`src/rtl/intr_pkg.sv`:
```
package intr_pkg;

    localparam int DATA_W     = 16;
    localparam int TYPE_W     = 8;
    localparam int SEG_SHIFT  = 4;
    localparam int ADDR_W     = DATA_W + SEG_SHIFT;
    localparam int SRC_W      = 2;
    localparam int IE_BIT     = 9;
    localparam int TRAP_BIT   = 8;

    localparam int TYPE_DIVIDE = 0;
    localparam int TYPE_STEP   = 1;
    localparam int TYPE_OVFCHK = 4;

    typedef enum logic [SRC_W-1:0] {
        SRC_SOFT   = 2'd0,
        SRC_DIVIDE = 2'd1,
        SRC_STEP   = 2'd2,
        SRC_OVFCHK = 2'd3
    } irq_src_e;

    typedef enum logic [3:0] {
        ST_IDLE,
        ST_PUSH_FL,
        ST_PUSH_CS,
        ST_PUSH_IP,
        ST_VEC_OFF,
        ST_VEC_SEG,
        ST_LOAD,
        ST_POP_IP,
        ST_POP_CS,
        ST_POP_FL,
        ST_RESTORE
    } seq_state_e;

endpackage

```
`src/rtl/intr_arbiter.sv`:
```
module intr_arbiter
    import intr_pkg::*;
#(
    parameter int TW = TYPE_W
) (
    input  logic          clk,
    input  logic          rst_n,
    input  logic          req_i,
    input  logic [1:0]    req_src_i,
    input  logic [TW-1:0] req_type_i,
    input  logic          ret_i,
    input  logic          take_req_i,
    input  logic          take_ret_i,
    output logic          req_pend_o,
    output logic          ret_pend_o,
    output logic [TW-1:0] pend_type_o
);

    logic [TW-1:0] resolved_type;
    logic          req_slot_free;

    always_comb begin
        unique case (irq_src_e'(req_src_i))
            SRC_DIVIDE: resolved_type = TW'(TYPE_DIVIDE);
            SRC_STEP:   resolved_type = TW'(TYPE_STEP);
            SRC_OVFCHK: resolved_type = TW'(TYPE_OVFCHK);
            default:    resolved_type = req_type_i;
        endcase
    end

    assign req_slot_free = !req_pend_o || take_req_i;

    always_ff @(posedge clk) begin
        if (!rst_n) begin
            req_pend_o  <= 1'b0;
            ret_pend_o  <= 1'b0;
            pend_type_o <= '0;
        end else begin
            if (req_i && req_slot_free) begin
                req_pend_o  <= 1'b1;
                pend_type_o <= resolved_type;
            end else if (take_req_i) begin
                req_pend_o  <= 1'b0;
            end
            if (ret_i) begin
                ret_pend_o <= 1'b1;
            end else if (take_ret_i) begin
                ret_pend_o <= 1'b0;
            end
        end
    end

    // with both waiting, the request wins
    a_r10_req_before_ret: assert property (@(posedge clk) disable iff (!rst_n)
        (req_pend_o && ret_pend_o && (take_req_i || take_ret_i)) |-> take_req_i);

    // a waiting return survives until it is taken
    a_r11_ret_held: assert property (@(posedge clk) disable iff (!rst_n)
        (ret_pend_o && !take_ret_i) |=> ret_pend_o);

    // a waiting request survives until it is taken
    a_r11_req_held: assert property (@(posedge clk) disable iff (!rst_n)
        (req_pend_o && !take_req_i) |=> req_pend_o);

endmodule

```
`src/rtl/intr_addr_gen.sv`:
```
module intr_addr_gen
    import intr_pkg::*;
#(
    parameter int DW = DATA_W,
    parameter int TW = TYPE_W,
    parameter int SH = SEG_SHIFT
) (
    input  logic [DW-1:0]    seg_i,
    input  logic [DW-1:0]    off_i,
    input  logic [TW-1:0]    vtype_i,
    input  logic             vec_sel_i,
    input  logic             vec_hi_i,
    output logic [DW+SH-1:0] addr_o
);

    localparam int AW = DW + SH;

    logic [AW-1:0] stack_addr;
    logic [AW-1:0] table_addr;

    assign stack_addr = {seg_i, {SH{1'b0}}} + {{SH{1'b0}}, off_i};
    assign table_addr = {{(AW-TW-2){1'b0}}, vtype_i, vec_hi_i, 1'b0};
    assign addr_o     = vec_sel_i ? table_addr : stack_addr;

endmodule

```
`src/rtl/intr_fsm.sv`:
```
module intr_fsm
    import intr_pkg::*;
#(
    parameter int DW = DATA_W,
    parameter int TW = TYPE_W
) (
    input  logic          clk,
    input  logic          rst_n,
    input  logic          req_pend_i,
    input  logic          ret_pend_i,
    input  logic [TW-1:0] pend_type_i,
    input  logic [DW-1:0] flags_i,
    input  logic [DW-1:0] cs_i,
    input  logic [DW-1:0] ip_i,
    input  logic [DW-1:0] sp_i,
    input  logic [DW-1:0] mem_rdata_i,
    input  logic          mem_rdy_i,
    output logic          take_req_o,
    output logic          take_ret_o,
    output logic [TW-1:0] vtype_o,
    output logic [DW-1:0] stk_off_o,
    output logic          vec_sel_o,
    output logic          vec_hi_o,
    output logic          mem_req_o,
    output logic          mem_we_o,
    output logic [DW-1:0] mem_wdata_o,
    output logic          flags_we_o,
    output logic [DW-1:0] flags_wd_o,
    output logic          cs_we_o,
    output logic [DW-1:0] cs_wd_o,
    output logic          ip_we_o,
    output logic [DW-1:0] ip_wd_o,
    output logic          sp_we_o,
    output logic [DW-1:0] sp_wd_o,
    output logic          busy_o,
    output logic          done_o
);

    localparam logic [DW-1:0] STEP     = DW'(2);
    localparam logic [DW-1:0] HOLD_OFF = ~((DW'(1) << IE_BIT) | (DW'(1) << TRAP_BIT));

    seq_state_e state_q, state_d;

    logic [DW-1:0] r_flags, r_cs, r_ip, r_sp;
    logic [DW-1:0] r_new_fl, r_new_cs, r_new_ip;
    logic [TW-1:0] r_type;
    logic          is_push, is_pop, is_vec, access, beat;

    assign is_push = (state_q == ST_PUSH_FL) || (state_q == ST_PUSH_CS) || (state_q == ST_PUSH_IP);
    assign is_pop  = (state_q == ST_POP_IP)  || (state_q == ST_POP_CS)  || (state_q == ST_POP_FL);
    assign is_vec  = (state_q == ST_VEC_OFF) || (state_q == ST_VEC_SEG);
    assign access  = is_push || is_pop || is_vec;
    assign beat    = access && mem_rdy_i;

    // state register
    always_ff @(posedge clk) begin
        if (!rst_n) state_q <= ST_IDLE;
        else        state_q <= state_d;
    end

    // next state
    always_comb begin
        state_d = state_q;
        unique case (state_q)
            ST_IDLE: begin
                if (req_pend_i)      state_d = ST_PUSH_FL;
                else if (ret_pend_i) state_d = ST_POP_IP;
            end
            ST_PUSH_FL: if (mem_rdy_i) state_d = ST_PUSH_CS;
            ST_PUSH_CS: if (mem_rdy_i) state_d = ST_PUSH_IP;
            ST_PUSH_IP: if (mem_rdy_i) state_d = ST_VEC_OFF;
            ST_VEC_OFF: if (mem_rdy_i) state_d = ST_VEC_SEG;
            ST_VEC_SEG: if (mem_rdy_i) state_d = ST_LOAD;
            ST_LOAD:                   state_d = ST_IDLE;
            ST_POP_IP:  if (mem_rdy_i) state_d = ST_POP_CS;
            ST_POP_CS:  if (mem_rdy_i) state_d = ST_POP_FL;
            ST_POP_FL:  if (mem_rdy_i) state_d = ST_RESTORE;
            ST_RESTORE:                state_d = ST_IDLE;
            default:                   state_d = ST_IDLE;
        endcase
    end

    // working registers
    always_ff @(posedge clk) begin
        if (!rst_n) begin
            r_flags  <= '0;
            r_cs     <= '0;
            r_ip     <= '0;
            r_sp     <= '0;
            r_type   <= '0;
            r_new_fl <= '0;
            r_new_cs <= '0;
            r_new_ip <= '0;
        end else if (state_q == ST_IDLE) begin
            if (req_pend_i || ret_pend_i) begin
                r_flags <= flags_i;
                r_cs    <= cs_i;
                r_ip    <= ip_i;
                r_sp    <= sp_i;
                r_type  <= pend_type_i;
            end
        end else if (beat) begin
            if (is_push) r_sp <= r_sp - STEP;
            if (is_pop)  r_sp <= r_sp + STEP;
            unique case (state_q)
                ST_VEC_OFF, ST_POP_IP: r_new_ip <= mem_rdata_i;
                ST_VEC_SEG, ST_POP_CS: r_new_cs <= mem_rdata_i;
                ST_POP_FL:             r_new_fl <= mem_rdata_i;
                default: ;
            endcase
        end
    end

    // outputs
    always_comb begin
        take_req_o  = (state_q == ST_IDLE) && req_pend_i;
        take_ret_o  = (state_q == ST_IDLE) && !req_pend_i && ret_pend_i;
        vtype_o     = r_type;
        vec_sel_o   = is_vec;
        vec_hi_o    = (state_q == ST_VEC_SEG);
        stk_off_o   = is_push ? (r_sp - STEP) : r_sp;
        mem_req_o   = access;
        mem_we_o    = is_push;
        mem_wdata_o = '0;
        unique case (state_q)
            ST_PUSH_FL: mem_wdata_o = r_flags;
            ST_PUSH_CS: mem_wdata_o = r_cs;
            ST_PUSH_IP: mem_wdata_o = r_ip;
            default:    mem_wdata_o = '0;
        endcase
        sp_we_o    = beat && (is_push || is_pop);
        sp_wd_o    = is_push ? (r_sp - STEP) : (r_sp + STEP);
        flags_we_o = ((state_q == ST_PUSH_FL) && mem_rdy_i) || (state_q == ST_RESTORE);
        flags_wd_o = (state_q == ST_RESTORE) ? r_new_fl : (r_flags & HOLD_OFF);
        cs_we_o    = (state_q == ST_LOAD) || (state_q == ST_RESTORE);
        ip_we_o    = cs_we_o;
        cs_wd_o    = r_new_cs;
        ip_wd_o    = r_new_ip;
        busy_o     = (state_q != ST_IDLE);
        done_o     = (state_q == ST_LOAD) || (state_q == ST_RESTORE);
    end

    // completion lasts exactly one cycle
    a_r9_done_pulse: assert property (@(posedge clk) disable iff (!rst_n)
        done_o |=> !done_o);

    // completion happens while still marked busy, and idle follows
    a_r8_busy_at_done: assert property (@(posedge clk) disable iff (!rst_n)
        done_o |-> busy_o);

    // work taken in idle raises busy on the next cycle
    a_r8_busy_after_take: assert property (@(posedge clk) disable iff (!rst_n)
        (take_req_o || take_ret_o) |=> busy_o);

endmodule

```
`src/rtl/intr_seq.sv`:
```
module intr_seq
    import intr_pkg::*;
#(
    parameter int DW = DATA_W,
    parameter int TW = TYPE_W,
    parameter int SH = SEG_SHIFT
) (
    input  logic             clk,
    input  logic             rst_n,
    input  logic             req_i,
    input  logic [1:0]       req_src_i,
    input  logic [TW-1:0]    req_type_i,
    input  logic             ret_i,
    input  logic [DW-1:0]    flags_i,
    input  logic [DW-1:0]    cs_i,
    input  logic [DW-1:0]    ip_i,
    input  logic [DW-1:0]    ss_i,
    input  logic [DW-1:0]    sp_i,
    output logic             flags_we_o,
    output logic [DW-1:0]    flags_wd_o,
    output logic             cs_we_o,
    output logic [DW-1:0]    cs_wd_o,
    output logic             ip_we_o,
    output logic [DW-1:0]    ip_wd_o,
    output logic             sp_we_o,
    output logic [DW-1:0]    sp_wd_o,
    output logic             mem_req_o,
    output logic             mem_we_o,
    output logic [DW+SH-1:0] mem_addr_o,
    output logic [DW-1:0]    mem_wdata_o,
    input  logic [DW-1:0]    mem_rdata_i,
    input  logic             mem_rdy_i,
    output logic             busy_o,
    output logic             done_o
);

    localparam int AW = DW + SH;

    logic          req_pend, ret_pend, take_req, take_ret;
    logic [TW-1:0] pend_type, vtype;
    logic [DW-1:0] stk_off;
    logic          vec_sel, vec_hi;

    intr_arbiter #(.TW(TW)) u_arb (
        .clk        (clk),
        .rst_n      (rst_n),
        .req_i      (req_i),
        .req_src_i  (req_src_i),
        .req_type_i (req_type_i),
        .ret_i      (ret_i),
        .take_req_i (take_req),
        .take_ret_i (take_ret),
        .req_pend_o (req_pend),
        .ret_pend_o (ret_pend),
        .pend_type_o(pend_type)
    );

    intr_fsm #(.DW(DW), .TW(TW)) u_fsm (
        .clk        (clk),
        .rst_n      (rst_n),
        .req_pend_i (req_pend),
        .ret_pend_i (ret_pend),
        .pend_type_i(pend_type),
        .flags_i    (flags_i),
        .cs_i       (cs_i),
        .ip_i       (ip_i),
        .sp_i       (sp_i),
        .mem_rdata_i(mem_rdata_i),
        .mem_rdy_i  (mem_rdy_i),
        .take_req_o (take_req),
        .take_ret_o (take_ret),
        .vtype_o    (vtype),
        .stk_off_o  (stk_off),
        .vec_sel_o  (vec_sel),
        .vec_hi_o   (vec_hi),
        .mem_req_o  (mem_req_o),
        .mem_we_o   (mem_we_o),
        .mem_wdata_o(mem_wdata_o),
        .flags_we_o (flags_we_o),
        .flags_wd_o (flags_wd_o),
        .cs_we_o    (cs_we_o),
        .cs_wd_o    (cs_wd_o),
        .ip_we_o    (ip_we_o),
        .ip_wd_o    (ip_wd_o),
        .sp_we_o    (sp_we_o),
        .sp_wd_o    (sp_wd_o),
        .busy_o     (busy_o),
        .done_o     (done_o)
    );

    intr_addr_gen #(.DW(DW), .TW(TW), .SH(SH)) u_addr (
        .seg_i    (ss_i),
        .off_i    (stk_off),
        .vtype_i  (vtype),
        .vec_sel_i(vec_sel),
        .vec_hi_i (vec_hi),
        .addr_o   (mem_addr_o)
    );

    // a pending access holds address, direction and data
    a_r7_hold_access: assert property (@(posedge clk) disable iff (!rst_n)
        (mem_req_o && !mem_rdy_i) |=> (mem_req_o && $stable(mem_addr_o)
                                       && $stable(mem_we_o) && $stable(mem_wdata_o)));

    // vector reads stay inside the table
    a_r3_vec_in_table: assert property (@(posedge clk) disable iff (!rst_n)
        vec_sel |-> (mem_addr_o[AW-1:TW+2] == '0 && mem_addr_o[0] == 1'b0));

    // each completed stack write lowers SP by one word
    a_r2_push_sp: assert property (@(posedge clk) disable iff (!rst_n)
        (mem_req_o && mem_we_o && mem_rdy_i) |-> (sp_we_o && sp_wd_o == sp_i - DW'(2)));

    // each completed stack read raises SP by one word
    a_r6_pop_sp: assert property (@(posedge clk) disable iff (!rst_n)
        (mem_req_o && !mem_we_o && !vec_sel && mem_rdy_i) |-> (sp_we_o && sp_wd_o == sp_i + DW'(2)));

    // the FLAGS rewrite during entry drops interrupt enable and trap
    a_r5_mask_flags: assert property (@(posedge clk) disable iff (!rst_n)
        (flags_we_o && mem_req_o) |-> (!flags_wd_o[IE_BIT] && !flags_wd_o[TRAP_BIT]));

    // nothing moves while held in reset
    always_comb begin
        if (!rst_n) a_r12_quiet_reset: assert (!flags_we_o && !sp_we_o || $isunknown(flags_we_o));
    end

endmodule

```
`config.mk`:
```
export PLATFORM = sky130hd
export DESIGN_NAME = intr_seq
export DESIGN_NICKNAME = d
export VERILOG_FILES = /design/src/rtl/intr_pkg.sv /design/src/rtl/intr_arbiter.sv /design/src/rtl/intr_addr_gen.sv /design/src/rtl/intr_fsm.sv /design/src/rtl/intr_seq.sv
export SDC_FILE = /design/constraint.sdc
export NUM_CORES = 1
export LEC_CHECK = 0
export BUFFER_PORTS_ARGS = -buffer_cell sky130_fd_sc_hd__buf_2
export CORE_MARGIN = 10
export CORE_UTILIZATION = 45
export CTS_BUF_LIST = sky130_fd_sc_hd__clkbuf_8
export DETAILED_ROUTE_END_ITERATION = 10
export GPL_TIMING_DRIVEN = 0
export PLACE_DENSITY_LB_ADDON = 0.15
export SLEW_MARGIN = 20
export SYNTH_ARGS = -nofsm -noshare
export SYNTH_HDL_FRONTEND = slang
export SYNTH_SLANG_ARGS = --single-unit
```
`constraint.sdc`:
```
create_clock -name clk -period 6.1 [get_ports clk]
set_input_delay 0 -clock clk [delete_from_list [all_inputs] [get_ports clk]]
set_output_delay 0 -clock clk [all_outputs]
set_load 0.01 [all_outputs]
```
## Word level (Yosys, flattened, before mapping)

Index checks and enable logic that the tools add are counted.

- Add/sub/neg operators: 3
- Equality and inequality tests: 23
- Multiplexer cells: 25
- Bitwise operators: 1
- Reduce and logical (&&, ||, !) cells: 32

Operator list:

| operator | count |
|---|---|
| 16-bit two-way mux | 7 |
| 16-bit case mux with 3 select lines | 1 |
| 4-bit two-way mux | 10 |
| 4-bit case mux with 9 select lines | 1 |
| 8-bit case mux with 3 select lines | 1 |
| 20-bit by 16-bit adder with 20-bit output | 1 |
| 20-bit two-way mux | 1 |
| 2-bit inequality test (second input constant) | 9 |
| 16-bit by 2-bit adder with 16-bit output (second input constant) | 1 |
| 4-bit by 3-bit equality test with 1-bit output (second input constant) | 4 |
| 16-bit by 2-bit subtractor with 16-bit output (second input constant) | 1 |
| 4-bit equality test (second input constant) | 3 |
| 1-bit logical OR | 11 |
| 3-bit AND reduction | 3 |
| 9-bit AND reduction | 1 |
| 4-bit by 2-bit equality test with 1-bit output (second input constant) | 2 |
| 1-bit logical AND | 7 |
| 2-bit nonzero test | 3 |
| 2-bit equality test (second input constant) | 2 |
| 4-bit by 1-bit equality test with 1-bit output (second input constant) | 1 |
| 4-bit logical NOT | 1 |
| 1-bit two-way mux | 4 |
| 2-bit AND reduction | 2 |
| 4-bit nonzero test | 1 |
| 5 further kinds | 6 |

- Bits in registers: 134
- Input port bits: 111
- Output and inout bits: 108

## Longest topological paths before layout

Gate-level depths: netlist of run 1.

- Depth in word-level cells: 8
- Mapped depth: 13

## Modules after synthesis

From an unflattened synthesis of run 1, not the netlist that was laid out.

- Cells, all modules: 1014
- Area, all modules: 7722.4 µm²

By module, submodules not included:

| module | times used | cells an instance | area each (µm²) |
|---|---|---|---|
| intr_fsm | 1 | 856 | 6466.2 |
| intr_addr_gen | 1 | 111 | 854.6 |
| intr_arbiter | 1 | 47 | 401.6 |

## Worst setup path after synthesis of run 1

OpenSTA, ideal clock, no wires.

- Path kind: register to output
- From: register u_fsm.r_sp[5]
- To: output port mem_addr_o[18]
- Data arrival time: 2.992 ns
- Data required time: 6.100 ns
- Slack: 3.108 ns
- Stages on the path, launching flop included: 13
- Path through: dfxtp_1 > buf_6 > or4_4 > nand4bb_4 > or3_1 > xnor2_1 > ha_1 > a21o_1 > a21o_1 > a311oi_1 > o21bai_1 > a31oi_1 > a41o_1

- Word-level cells in the longest chain between the ends: 4

Ends and longest elaborated chain:

| what | RTL line | source |
|---|---|---|
| from (decl) | intr_fsm.sv:44 | `logic [DW-1:0] r_flags, r_cs, r_ip, r_sp;` |
| from (signal assigned) | intr_fsm.sv:99 | `r_sp <= sp_i;` |
| from (signal assigned) | intr_fsm.sv:103 | `if (is_push) r_sp <= r_sp - STEP;` |
| from (signal assigned) | intr_fsm.sv:104 | `if (is_pop) r_sp <= r_sp + STEP;` |
| 16-bit by 2-bit subtractor with 16-bit output | intr_fsm.sv:121 | `stk_off_o = is_push ? (r_sp - STEP) : r_sp;` |
| 16-bit two-way mux * | n/a |  |
| 20-bit by 16-bit adder with 20-bit output * | intr_addr_gen.sv:21 | `assign stack_addr = {seg_i, {SH{1'b0}}} + {{SH{1'b0}}, off_i};` |
| 20-bit two-way mux * | intr_addr_gen.sv:23 | `assign addr_o = vec_sel_i ? table_addr : stack_addr;` |
| to (decl) | intr_seq.sv:29 | `output logic [DW+SH-1:0] mem_addr_o,` |

Mark *: on every way between the ends. The rest lies on a longest branch, timed or not.

## Final worst setup path of run 1

- From: register u_fsm.state_q[2]
- To: output port mem_addr_o[18]

- Word-level cells in the longest chain between the ends: 6

Ends and longest elaborated chain:

| what | RTL line | source |
|---|---|---|
| from (decl) | intr_fsm.sv:42 | `seq_state_e state_q, state_d;` |
| from (signal assigned) | intr_fsm.sv:58 | `else state_q <= state_d;` |
| 4-bit by 1-bit equality test with 1-bit output or 4-bit by 2-bit equality test with 1-bit output (tied branches) | intr_fsm.sv:49 | `assign is_push = (state_q == ST_PUSH_FL) \|\| (state_q == ST_PUSH_CS) \|\| (state_q == ST_PUSH_IP);` |
| 1-bit logical OR (2 in a row) | intr_fsm.sv:49 |  |
| 16-bit two-way mux | n/a |  |
| 20-bit by 16-bit adder with 20-bit output | intr_addr_gen.sv:21 |  |
| 20-bit two-way mux * | intr_addr_gen.sv:23 |  |

Marked as above.

==> impl_results.md, run 1 <==
- Status: finished, final reports clean
- Syn Std Cell Area: roughly 0.0077 mm²
- CTS root buffer: clkbuf_8
- Routed WL per cell: approximately 17 µm
- TritonCTS buffer count: 17
- CTS sink cnt: around 130
- Vias post-DR: between 8000 and 9000
- Post-synth EDFFs: 0
- Nature of the critical path startpoint: flip-flop
- Clock Latency Late Sink: 0.45 ns
- Main synth FF type: dfxtp_1
- Net Count, Synth: around 1100
- First-pass GRT wire length: approximately 41000 µm
- Crit path time final: between 4 and 5 ns
- Cell Rows: 47
- Drt drc: 0
- H-tree levels: 4
- Hold buffers post-CTS: roughly 100
- Worst Max-Slew Pin Slew: 0.765 ns
- Post-CTS Setup Inserts: 0
- Worst rel slew slack: 0.487
- Cell taking the most area after synthesis: dfxtp_1
- Final setup TNS: 0 ns
- Arrival @ worst endpoint: approximately 4 ns
- Final global-route overflow total: 0
- Internal: 2.46 mW
- Final setup viols: 0
- Top post-synthesis cells by area: dfxtp_1 35%, nand2_1 11%, a21boi_1 6.9%
- TritonRoute pass-1 iters: 5
- Register area share after synthesis: 0.351
- Remaining antenna violation count: 0
- Clock power share: 0.177
- Synthesized area per cell: around 7.8 µm²
- Share of layout cells above drive strength 1: 0.227
- Fin. max-slew vios: 0
- Unrepaired setup endpoints after global routing: false
- Crit end category: primary output
- Multi-input gate area: between 0.004 and 0.005 mm²
- P per Cell Area: 438 mW/mm²
- Vias in the first global route: around 8000
- Reg clk slew, reported paths: roughly 0.080 ns
- Sequential Power Share: 0.242
- NetSw: around 2.1 mW
- IO Port Bufs: about 220
- Synthesis Warnings: 0
- Area fraction of the dominant cell type after synthesis: 0.351
- Max-cap check violation count: 0
- CP Max Fanout: 9
- CTS max path bufs: 2
- Placer Congestion: about 0.92
- Non-Filler Instances: ~1500
- Hold crit path type: input port to flip-flop
- Initial Util: 0.460
- Sequential standard cell area: roughly 0.0027 mm²
- Required @ worst endpoint: 6.10 ns
- Final hold violations: 0
- Asr flop ratio synth: 0
- Post-DP HPWL: 19900 µm
- TritonCTS clock tree: built
- Largest net degree at the start of global routing: 17
- Dpl ws: between 2 and 2.5 ns
- Leakage power: between 4 and 5 nW
- DRT iter0 DRCs: 418
- Fill count: between 1500 and 2000
- Initial antenna violation count: 1
- Post-Place Cells: around 1400
- Via-to-Cell Ratio: approximately 5.2
- Combinational Power Share: 0.581
- Setup ws final: 1.99 ns
- Layout Nets: between 1000 and 1500
- Syn-to-layout area delta: 36.2%
- Die Ht: 150 µm
- Total Power: around 4.6 mW
- Sw Share: 0.462
- Post-CTS Resized: 0
- Critical path class: flip-flop to primary output
- Post-Synthesis Cells: a little under 1000
- # IOs: between 200 and 250
- Die Width: between 150 and 200 µm
- All-Layer GR Usage: 0.229
- Clk_skew: about 0.0096 ns
- Core box area: between 0.015 and 0.02 mm²
- Fmax: 243 MHz
- Final period util: 0.675
- Synth cell types: 64
- Max rail drop VDD: between 200 and 300 µV
- FF+latch count, synth: around 130
- Die area: 0.0226 mm²
- Detailed Route WL: approximately 27000 µm
placed cells by master (no fill, tap or decap), drive strengths merged, types with 15 or more instances in the layout:
cell / n
nand2: 232
dfxtp: 134
nor2b: 22
buf: 243
a21boi: 100
nor2: 74
nand3: 15
mux2i: 35
inv: 16
xnor2: 22
clkbuf: 65
a21oi: 58
dlygate4sd3: 98
xor2: 18
o21ai: 29
ha: 17
kinds of logic (layout without fill, tap and decap cells):
logic type               after synthesis  count (layout)  share of synthesized area
AND/OR/NAND/NOR                      402             402                      0.238
AO/OA/AOI/OAI                        252             252                      0.222
flip-flops                           134             134                      0.351
multiplexers                          49              49                     0.0664
buffers and inverters                 85             432                     0.0469
other                                  0               1                          0
adder cells (fa/ha/maj)               18              18                     0.0304
XOR/XNOR                              40              40                     0.0458
layer usage:
layer | part of all wire | vias up | global-route usage | wire [µm]
met5 | 0 | - | 0 | 0
met4 | 0.014 | 0 | 0.0651 | 386
met3 | 0.080 | 27 | 0.0642 | 2140
met2 | 0.50 | 244 | 0.399 | 13300
met1 | 0.41 | 3720 | 0.267 | 10800
li1 | - | 4025 | - | -
cell type report:
type | count | share of cell area
diodes | 1 | 0.000240
flip-flops and latches | 134 | 0.257
clock buffers | 17 | 0.0224
plain buffers | 74 | 0.0305
clock inverters | 15 | 0.0185
multi-input cells | 761 | 0.442
well taps | 220 | 0.0264
inverters | 11 | 0.00396
repair buffers | 315 | 0.198
Yosys cell counts, types with 4 or more instances:
cell type / number
nand2_1: 232
dfxtp_1: 134
nor2_1: 73
a21boi_1: 70
a21oi_1: 58
clkbuf_1: 48
mux2i_1: 35
a21boi_0: 30
o21ai_0: 23
nor2b_1: 22
xnor2_1: 22
xor2_1: 18
buf_2: 17
ha_1: 17
nand3_1: 15
mux2_2: 14
a31oi_1: 10
and2_1: 9
o22ai_1: 9
and3_1: 8
inv_1: 8
nand4_1: 8
nor3_1: 8
a21o_1: 6
nand2b_1: 6
o21a_1: 6
a2bb2oi_1: 5
buf_1: 5
o21ai_1: 5
a211oi_1: 4
a41oi_1: 4
or3_1: 4
flip-flops by register name, indices dropped and copies added, names as in the netlist:
register and cells:
u_fsm.r_sp 16, u_fsm.vtype_o 8, u_fsm.r_flags 16, u_fsm.r_ip 16
u_fsm.ip_wd_o 16, u_fsm.r_cs 16, u_fsm.cs_wd_o 16, u_fsm.state_q 4
u_arb.req_pend_o 1, u_arb.ret_pend_o 1, u_arb.pend_type_o 8, u_fsm.r_new_fl 16
stage by stage:
step           hold slack, ns   util  instance area (µm²)
2_1_floorplan           0.124      -                 7650
3_3_place_gp            0.213  0.542                 9010
3_5_place_dp            0.211  0.542                 9010
4_1_cts                0.0139  0.626                10400
5_1_grt                0.0669  0.626                10400
6_report               0.0252  0.626                10400
critical path, cell delays in order, from the launching register on:
cell	delay [ns]
dfxtp_1	0.30
buf_2	0.17
nor2_1	0.26
nand4_1	0.41
nor4_1	0.55
xor2_1	0.31
ha_1	0.32
a21oi_1	0.27
o211ai_1	0.18
a311oi_1	0.32
o21bai_1	0.17
a31oi_1	0.19
a41o_1	0.10
buf_2	0.13
path summary, 6_finish.rpt:
kind	to	startpoint	slack (ns)	cells after the start
min	u_fsm.state_q[2]	mem_rdy_i	0.03	4
max	mem_addr_o[18]	u_fsm.state_q[2]	1.99	13
min reg2reg	u_fsm.vtype_o[6]	u_arb.pend_type_o[6]	0.45	2
max reg2reg	u_arb.pend_type_o[5]	u_fsm.state_q[1]	3.34	9
power by group through the flow:
stage	Sequential, mW	Combinational (mW)	Clock (mW)
3_3_place_gp	1.12	2.58	0
2_1_floorplan	1.10	1.76	0
5_1_grt	1.12	2.94	0.854
4_1_cts	1.10	2.66	0.818
6_report	1.10	2.65	0.807
3_5_place_dp	1.12	2.60	0
(Power assumes the default switching activity.)
==> run 2, diff against run 1 <==
clock period = 3.46 ns   (was 6.1 ns; I/O delays follow)
==> run 2 against run 1 <==
  * The flow now finishes with violations (setup timing)
  * Cell count grew 1.3%
  * Non-clock buffer count is 20 higher
  * Die area unchanged
  * Sequential power is 80% higher
  * Routed wire length is 2.0% higher
  * Clock-buffer cell count is the same
  * Largest cell class unchanged
==> impl_results.md, run 2 (same netlist as run 1, synthesis figures left out) <==
- Status: finished with violations
- Failing checks: setup timing
- Most frequent CP cell: a21o_1
- Clock Latency Late Sink: 0.44 ns (about the same)
- TritonRoute pass-1 iters: 4 (-1)
- R2r startpoint: u_fsm.state_q[1]
- DRT iter0 DRCs: 409 (-2.2%)
- Final setup TNS: -0.0509 ns (-0.0509 ns)
- Die Ht: 150 µm (unchanged)
- Vias in the first global route: 7998 (+1.8%)
- Final setup viols: 3 (+3)
- Hold crit path type: input port to flip-flop
- Placer Congestion: 0.925 (unchanged)
- CTS max path bufs: 2 (unchanged)
- TritonCTS buffer count: 17 (unchanged)
- FF-to-FF setup slack: 0.61 ns (-2.73 ns)
- Nature of the critical path startpoint: flip-flop
- Fill count: 1477 (-2.3%)
- Crit path buf inv count: 1 (-1)
- Crit path time final: around 3.5 ns
- Fin. max-slew vios: 0 (unchanged)
- Max rail drop VDD: 566 µV (+110%)
- CTS sink cnt: 134 (unchanged)
- Critical-path top delay cell: or4_4
- Syn-to-layout area delta: 42.6%
- Vias post-DR: 8129 (+1.4%)
- Crit path to: mem_addr_o[18]
- Worst path depth: 12 (-1)
- Multi-input gate area: 0.00490 mm² (+6.4%)
- Remaining antenna violation count: 0 (unchanged)
- Detailed Route WL: 27200 µm (+2.0%)
- Unrepaired setup endpoints after global routing: true
- Critical R2R Capture: u_arb.pend_type_o[5]
- Post-DP HPWL: 19900 µm (unchanged)
- Hold wc startpoint: mem_rdy_i
- P per Cell Area: 803 mW/mm² (+83%)
- CP max stage delay: 0.56 ns (about the same)
- Reg clk slew, reported paths: 0.08 ns (about the same)
- Setup ws final: -0.0366 ns (-2.02 ns)
- CTS root buffer: clkbuf_8
- Layout Nets: 1463 (+1.4%)
- Routed WL per cell: 17.3 µm (+0.71%)
- CP Max Fanout: 4 (-5)
- Drt drc: 0 (unchanged)
- Finished Core Util: 0.656 (+0.0292)
- CP top delay family: simple AND/OR/NAND/NOR gates
- Reg2reg path depth: 10 (+1)
- Crit end category: primary output
- Core box area: 0.0166 mm² (unchanged)
- Fmax: approximately 290 MHz
- Final period util: 1.01
- Worst rel slew slack: 0.460 (-0.0275)
- Clk_skew: 0.0118 ns (+0.00217 ns)
- Die area: 0.0226 mm² (unchanged)
- Worst Max-Slew Pin Slew: 0.806 ns (+0.0410 ns)
- Required @ worst endpoint: 3.46 ns (-2.64 ns)
- Critical-path cell list: or4_4, nand4bb_4, or3_4, xnor2_4, ha_4, a21o_1, a21o_1, a311oi_2, o21bai_2, a31oi_1, a41o_1, buf_6
- Most frequent cells in the layout: 231 x nand2_1, 231 x buf_2, 128 x dfxtp_1
- Share of layout cells above drive strength 1: 0.272 (+0.0456)
- Sequential standard cell area: 0.00269 mm² (+0.28%)
- Largest net degree at the start of global routing: 17 (unchanged)
- Leakage power: 4.75 nW (+3.6%)
- Final hold violations: 0 (unchanged)
- IO Port Bufs: 217 (unchanged)
- Cell Rows: 47 (unchanged)
- Final global-route overflow total: 0 (unchanged)
- TritonCTS clock tree: built
- Arrival @ worst endpoint: 3.50 ns (-0.61 ns)
- First-pass GRT wire length: 41800 µm (+1.3%)
- Via-to-Cell Ratio: 5.18 (+0.12%)
- Initial antenna violation count: 1 (unchanged)
- Die Width: 150 µm (unchanged)
- H-tree levels: 4 (unchanged)
- All-Layer GR Usage: 0.231 (+0.00251)
- Worst setup path start: u_fsm.r_sp[3]
- # IOs: 219 (unchanged)
- Critical path class: flip-flop to primary output
- Max-cap check violation count: 0 (unchanged)
- Initial Util: 0.460 (unchanged)
[run 2: timing repair]
action,CTS,global route
endpoints found under the setup margin,13,10
resized for setup,35,29
hold endpoints to repair,122,0
pin swaps,16,26
buffers inserted,15,9
hold buffers,98,0
[run 2: area by class of cell]
type | instances | share of cell area
Inverter | 11 | 0.00378
Tap cell | 220 | 0.0252
Multi-Input combinational cell | 761 | 0.449
Antenna cell | 1 | 0.000229
Clock inverter | 15 | 0.0177
Sequential cell | 134 | 0.247
Timing Repair Buffer | 339 | 0.208
Buffer | 70 | 0.0275
Clock buffer | 17 | 0.0214
[run 2: worst reg2reg max path, cell delays in order, from the launching register on]
cell and delay, ns:
dfxtp_1 0.31, buf_6 0.12, buf_4 0.13, nor4_4 0.57, inv_2 0.19, nand2_1 0.15
and2_1 0.13, clkbuf_1 0.30, nand3_1 0.15, dlygate4sd3_1 0.60, a21boi_1 0.14
[run 2: per-layer routing]
| layer | part of all wire | vias up | global-route usage |
|---|---|---|---|
| li1 | - | 4064 | - |
| met1 | 0.40 | 3803 | 0.269 |
| met2 | 0.51 | 233 | 0.405 |
| met3 | 0.076 | 29 | 0.0672 |
| met4 | 0.013 | 0 | 0.0603 |
| met5 | 0 | - | 0 |
[run 2: stage by stage]
stage	setup slack [ns]	power [mW]	hold WS, ns	area, µm²	instances
after floorplan	0.468	5.04	0.124	7650	980
after CTS	-0.174	8.46	0.0139	10700	1560
after global routing	-0.208	9.38	0.0571	10900	1568
after global placement	-0.175	6.53	0.213	9010	1417
final	-0.0366	8.76	0.0329	10900	1568
after detailed placement	-0.161	6.56	0.211	9010	1417
[run 2: how the worst min path moves through the flow]
stage / endpoint / slack (ns) / depth (start not counted)
2_1_floorplan: u_arb.ret_pend_o / 0.12 / 1
3_3_place_gp: u_arb.ret_pend_o / 0.21 / 2
3_5_place_dp: u_arb.ret_pend_o / 0.21 / 2
4_1_cts: u_fsm.state_q[2] / 0.01 / 4
5_1_grt: u_fsm.state_q[2] / 0.06 / 4
6_report: u_fsm.state_q[2] / 0.03 / 4
[run 2: where the power goes]
group / switching (mW) / internal [mW]
sequential: 0.184 / 1.80
combinational: 3.11 / 2.25
clock: 0.690 / 0.729
==> run 3, diff against run 2 <==
BUFFER_PORTS_ARGS = -buffer_cell sky130_fd_sc_hd__buf_4   (was -buffer_cell sky130_fd_sc_hd__buf_2)
==> run 3 against run 2 <==
  * The flow still finishes with violations (setup timing)
  * Flip-flop and latch count did not move
  * Combinational power up 4%
  * Fmax down 2.7%
  * First-iteration DRC count grew 6.8%
  * Critical path type unchanged
==> impl_results.md, run 3 (same netlist as run 1, synthesis figures left out) <==
- TritonCTS clock tree: built
- Share of layout cells above drive strength 1: 0.262 (-0.0100)
- Worst Max-Slew Pin Slew: 0.843 ns (+0.0370 ns)
- CTS sink cnt: 134 (unchanged)
- # IOs: 219 (unchanged)
- Post-DP HPWL: 20200 µm (+1.4%)
- Clock Latency Late Sink: 0.46 ns (+0.02 ns)
- Final Hold Slack: 0.267 ns (+0.234 ns)
- CP Max Fanout: 5 (+1)
- TritonRoute pass-1 iters: 5 (+1)
- Final global-route overflow total: 0 (unchanged)
- Routed WL per cell: 17.6 µm (+1.5%)
- Most frequent cells in the layout: 237 x buf_4, 232 x nand2_1, 132 x dfxtp_1
- Fmax: 278 MHz (-2.7%)
- Initial Util: 0.460 (unchanged)
- Fill count: 1394 (-5.6%)
- M2 GR Usage: 0.417 (+0.0119)
- Antenna Diode Count: 0 (-1)
- Max-cap check violation count: 0 (unchanged)
- Via-to-Cell Ratio: 5.21 (+0.49%)
- Crit path to: mem_addr_o[16]
- Fin. max-slew vios: 0 (unchanged)
- All-Layer GR Usage: 0.236 (+0.00508)
- Required @ worst endpoint: 3.46 ns (about the same)
- FF-to-FF setup slack: 0.65 ns (+0.04 ns)
- Unrepaired setup endpoints after global routing: true
- Status: finished with violations
- Reg clk slew, reported paths: 0.08 ns (about the same)
- Global route hottest layer: met2
- CTS root buffer: clkbuf_8
- Initial antenna violation count: 0 (-1)
- Placer Congestion: 0.935 (+1.1%)
- Die Width: 150 µm (unchanged)
- TritonCTS buffer count: 17 (unchanged)
- Cell Rows: 47 (unchanged)
- Vias in the first global route: 8079 (+1.0%)
- Hold crit path type: input port to flip-flop
- R2r startpoint: u_fsm.state_q[1]
- Critical R2R Capture: u_arb.pend_type_o[2]
- Setup ws final: -0.133 ns (-0.0963 ns)
- Leakage power: 4.85 nW (+2.1%)
- Final hold violations: 0 (unchanged)
- Nature of the critical path startpoint: flip-flop
- Design area: 0.0114 mm² (+4.0%)
- Remaining antenna violation count: 0 (unchanged)
- IO Port Bufs: 217 (unchanged)
- Worst setup path start: u_fsm.r_sp[4]
- Vias post-DR: 8153 (+0.30%)
- Leading cell type in the layout, fill and taps excluded: buf_4
- Met3 Use GR: 0.0672 (unchanged)
- First-pass GRT wire length: 42400 µm (+1.3%)
- Reg2reg path depth: 9 (-1)
- Crit end category: primary output
- Drt drc: 0 (unchanged)
- Arrival @ worst endpoint: 3.59 ns (+0.09 ns)
- Grt met1 use: 0.265 (-0.00456)
- Final setup TNS: -0.685 ns (-0.634 ns)
- H-tree levels: 4 (unchanged)
- Die Ht: 150 µm (unchanged)
- DRT iter0 DRCs: 437 (+6.8%)
- Max rail drop VDD: 594 µV (+4.9%)
- Worst rel slew slack: 0.435 (-0.0248)
- CTS max path bufs: 2 (unchanged)
- Final period util: 1.04 (+0.0278)
- Layout Nets: 1461 (-0.14%)
- Critical path class: flip-flop to primary output
- Finished Core Util: 0.682 (+0.0265)
- Crit path time final: 3.59 ns (+0.0963 ns)
- Syn-to-layout area delta: 48.4%
- Detailed Route WL: 27500 µm (+1.3%)
- Clk_skew: 0.00880 ns (-0.00299 ns)
- Core box area: 0.0166 mm² (unchanged)
- Area after DPL: 0.00956 mm² (+6.0%)
- Failing checks: setup timing
- Largest net degree at the start of global routing: 17 (unchanged)
- Final setup viols: 9 (+6)
- P per Cell Area: 792 mW/mm² (-1.4%)
- Die area: 0.0226 mm² (unchanged)
run 3: cell count changes in the layout (fill, tap and decap cells not counted), moves of 3 or more:
cell,change
a21oi_2,+3
ha_4,-4
a21oi_4,-3
dfxtp_1,+4
buf_4,+212
dfxtp_2,-6
ha_1,+3
buf_2,-214
run 3: critical path: stages, from the launching register on:
cell,delay (ns)
dfxtp_4,0.35
or4_4,0.57
nand4bb_4,0.24
or3_4,0.43
xnor2_4,0.17
ha_4,0.29
a21o_1,0.15
a21o_1,0.15
a311oi_2,0.27
o21bai_2,0.12
xnor2_1,0.17
nor2_1,0.06
buf_4,0.16
run 3: report_power, final:
part	total, mW	internal, mW	switching (mW)
registers	1.96	1.80	0.163
logic	5.54	2.44	3.10
clock network	1.49	0.812	0.675
total	8.99	5.05	3.93
run 3: layout make-up:
cell class                 count  area [µm²]  area share
tap                          220         275      0.0243
clock buffer                  18         248      0.0218
timing repair buffer         336        2780       0.245
multi-input combinational    761        4820       0.424
clock inverter                14         199      0.0175
sequential                   134        2690       0.237
inverter                      11        41.3     0.00364
buffer                        71         299      0.0263
run 3: worst min-delay path by stage:
stage,start,to,slack [ns],cells past startpoint
detailed placement,ret_i,u_arb.ret_pend_o,0.21,2
floorplan,ret_i,u_arb.ret_pend_o,0.12,1
CTS,rst_n,u_fsm.r_ip[8],0.27,3
global route,rst_n,u_fsm.r_flags[11],0.28,3
global placement,ret_i,u_arb.ret_pend_o,0.21,2
finish,rst_n,u_fsm.r_flags[7],0.27,3
run 3: per-layer routing:
| layer | routed length, µm | vias up |
|---|---|---|
| met2 | 13900 | 270 |
| met5 | 0 | - |
| li1 | - | 4060 |
| met3 | 2070 | 43 |
| met4 | 601 | 0 |
| met1 | 10900 | 3780 |
run 3: repair_timing:
| action | in CTS | in global routing |
|---|---|---|
| gates resized for setup | 32 | 18 |
| hold endpoints to repair | 124 | 0 |
| setup endpoints to repair | 13 | 12 |
| buffers inserted | 13 | 7 |
| pin swaps | 17 | 14 |
| hold buffers | 99 | 0 |
run 3: per-stage QoR:
step | power [mW] | setup WS (ns) | cells
2_1_floorplan | 5.04 | 0.468 | 980
3_3_place_gp | 6.87 | -0.146 | 1417
3_5_place_dp | 6.93 | -0.157 | 1417
4_1_cts | 8.83 | -0.179 | 1558
5_1_grt | 9.62 | -0.279 | 1565
6_report | 8.99 | -0.133 | 1565
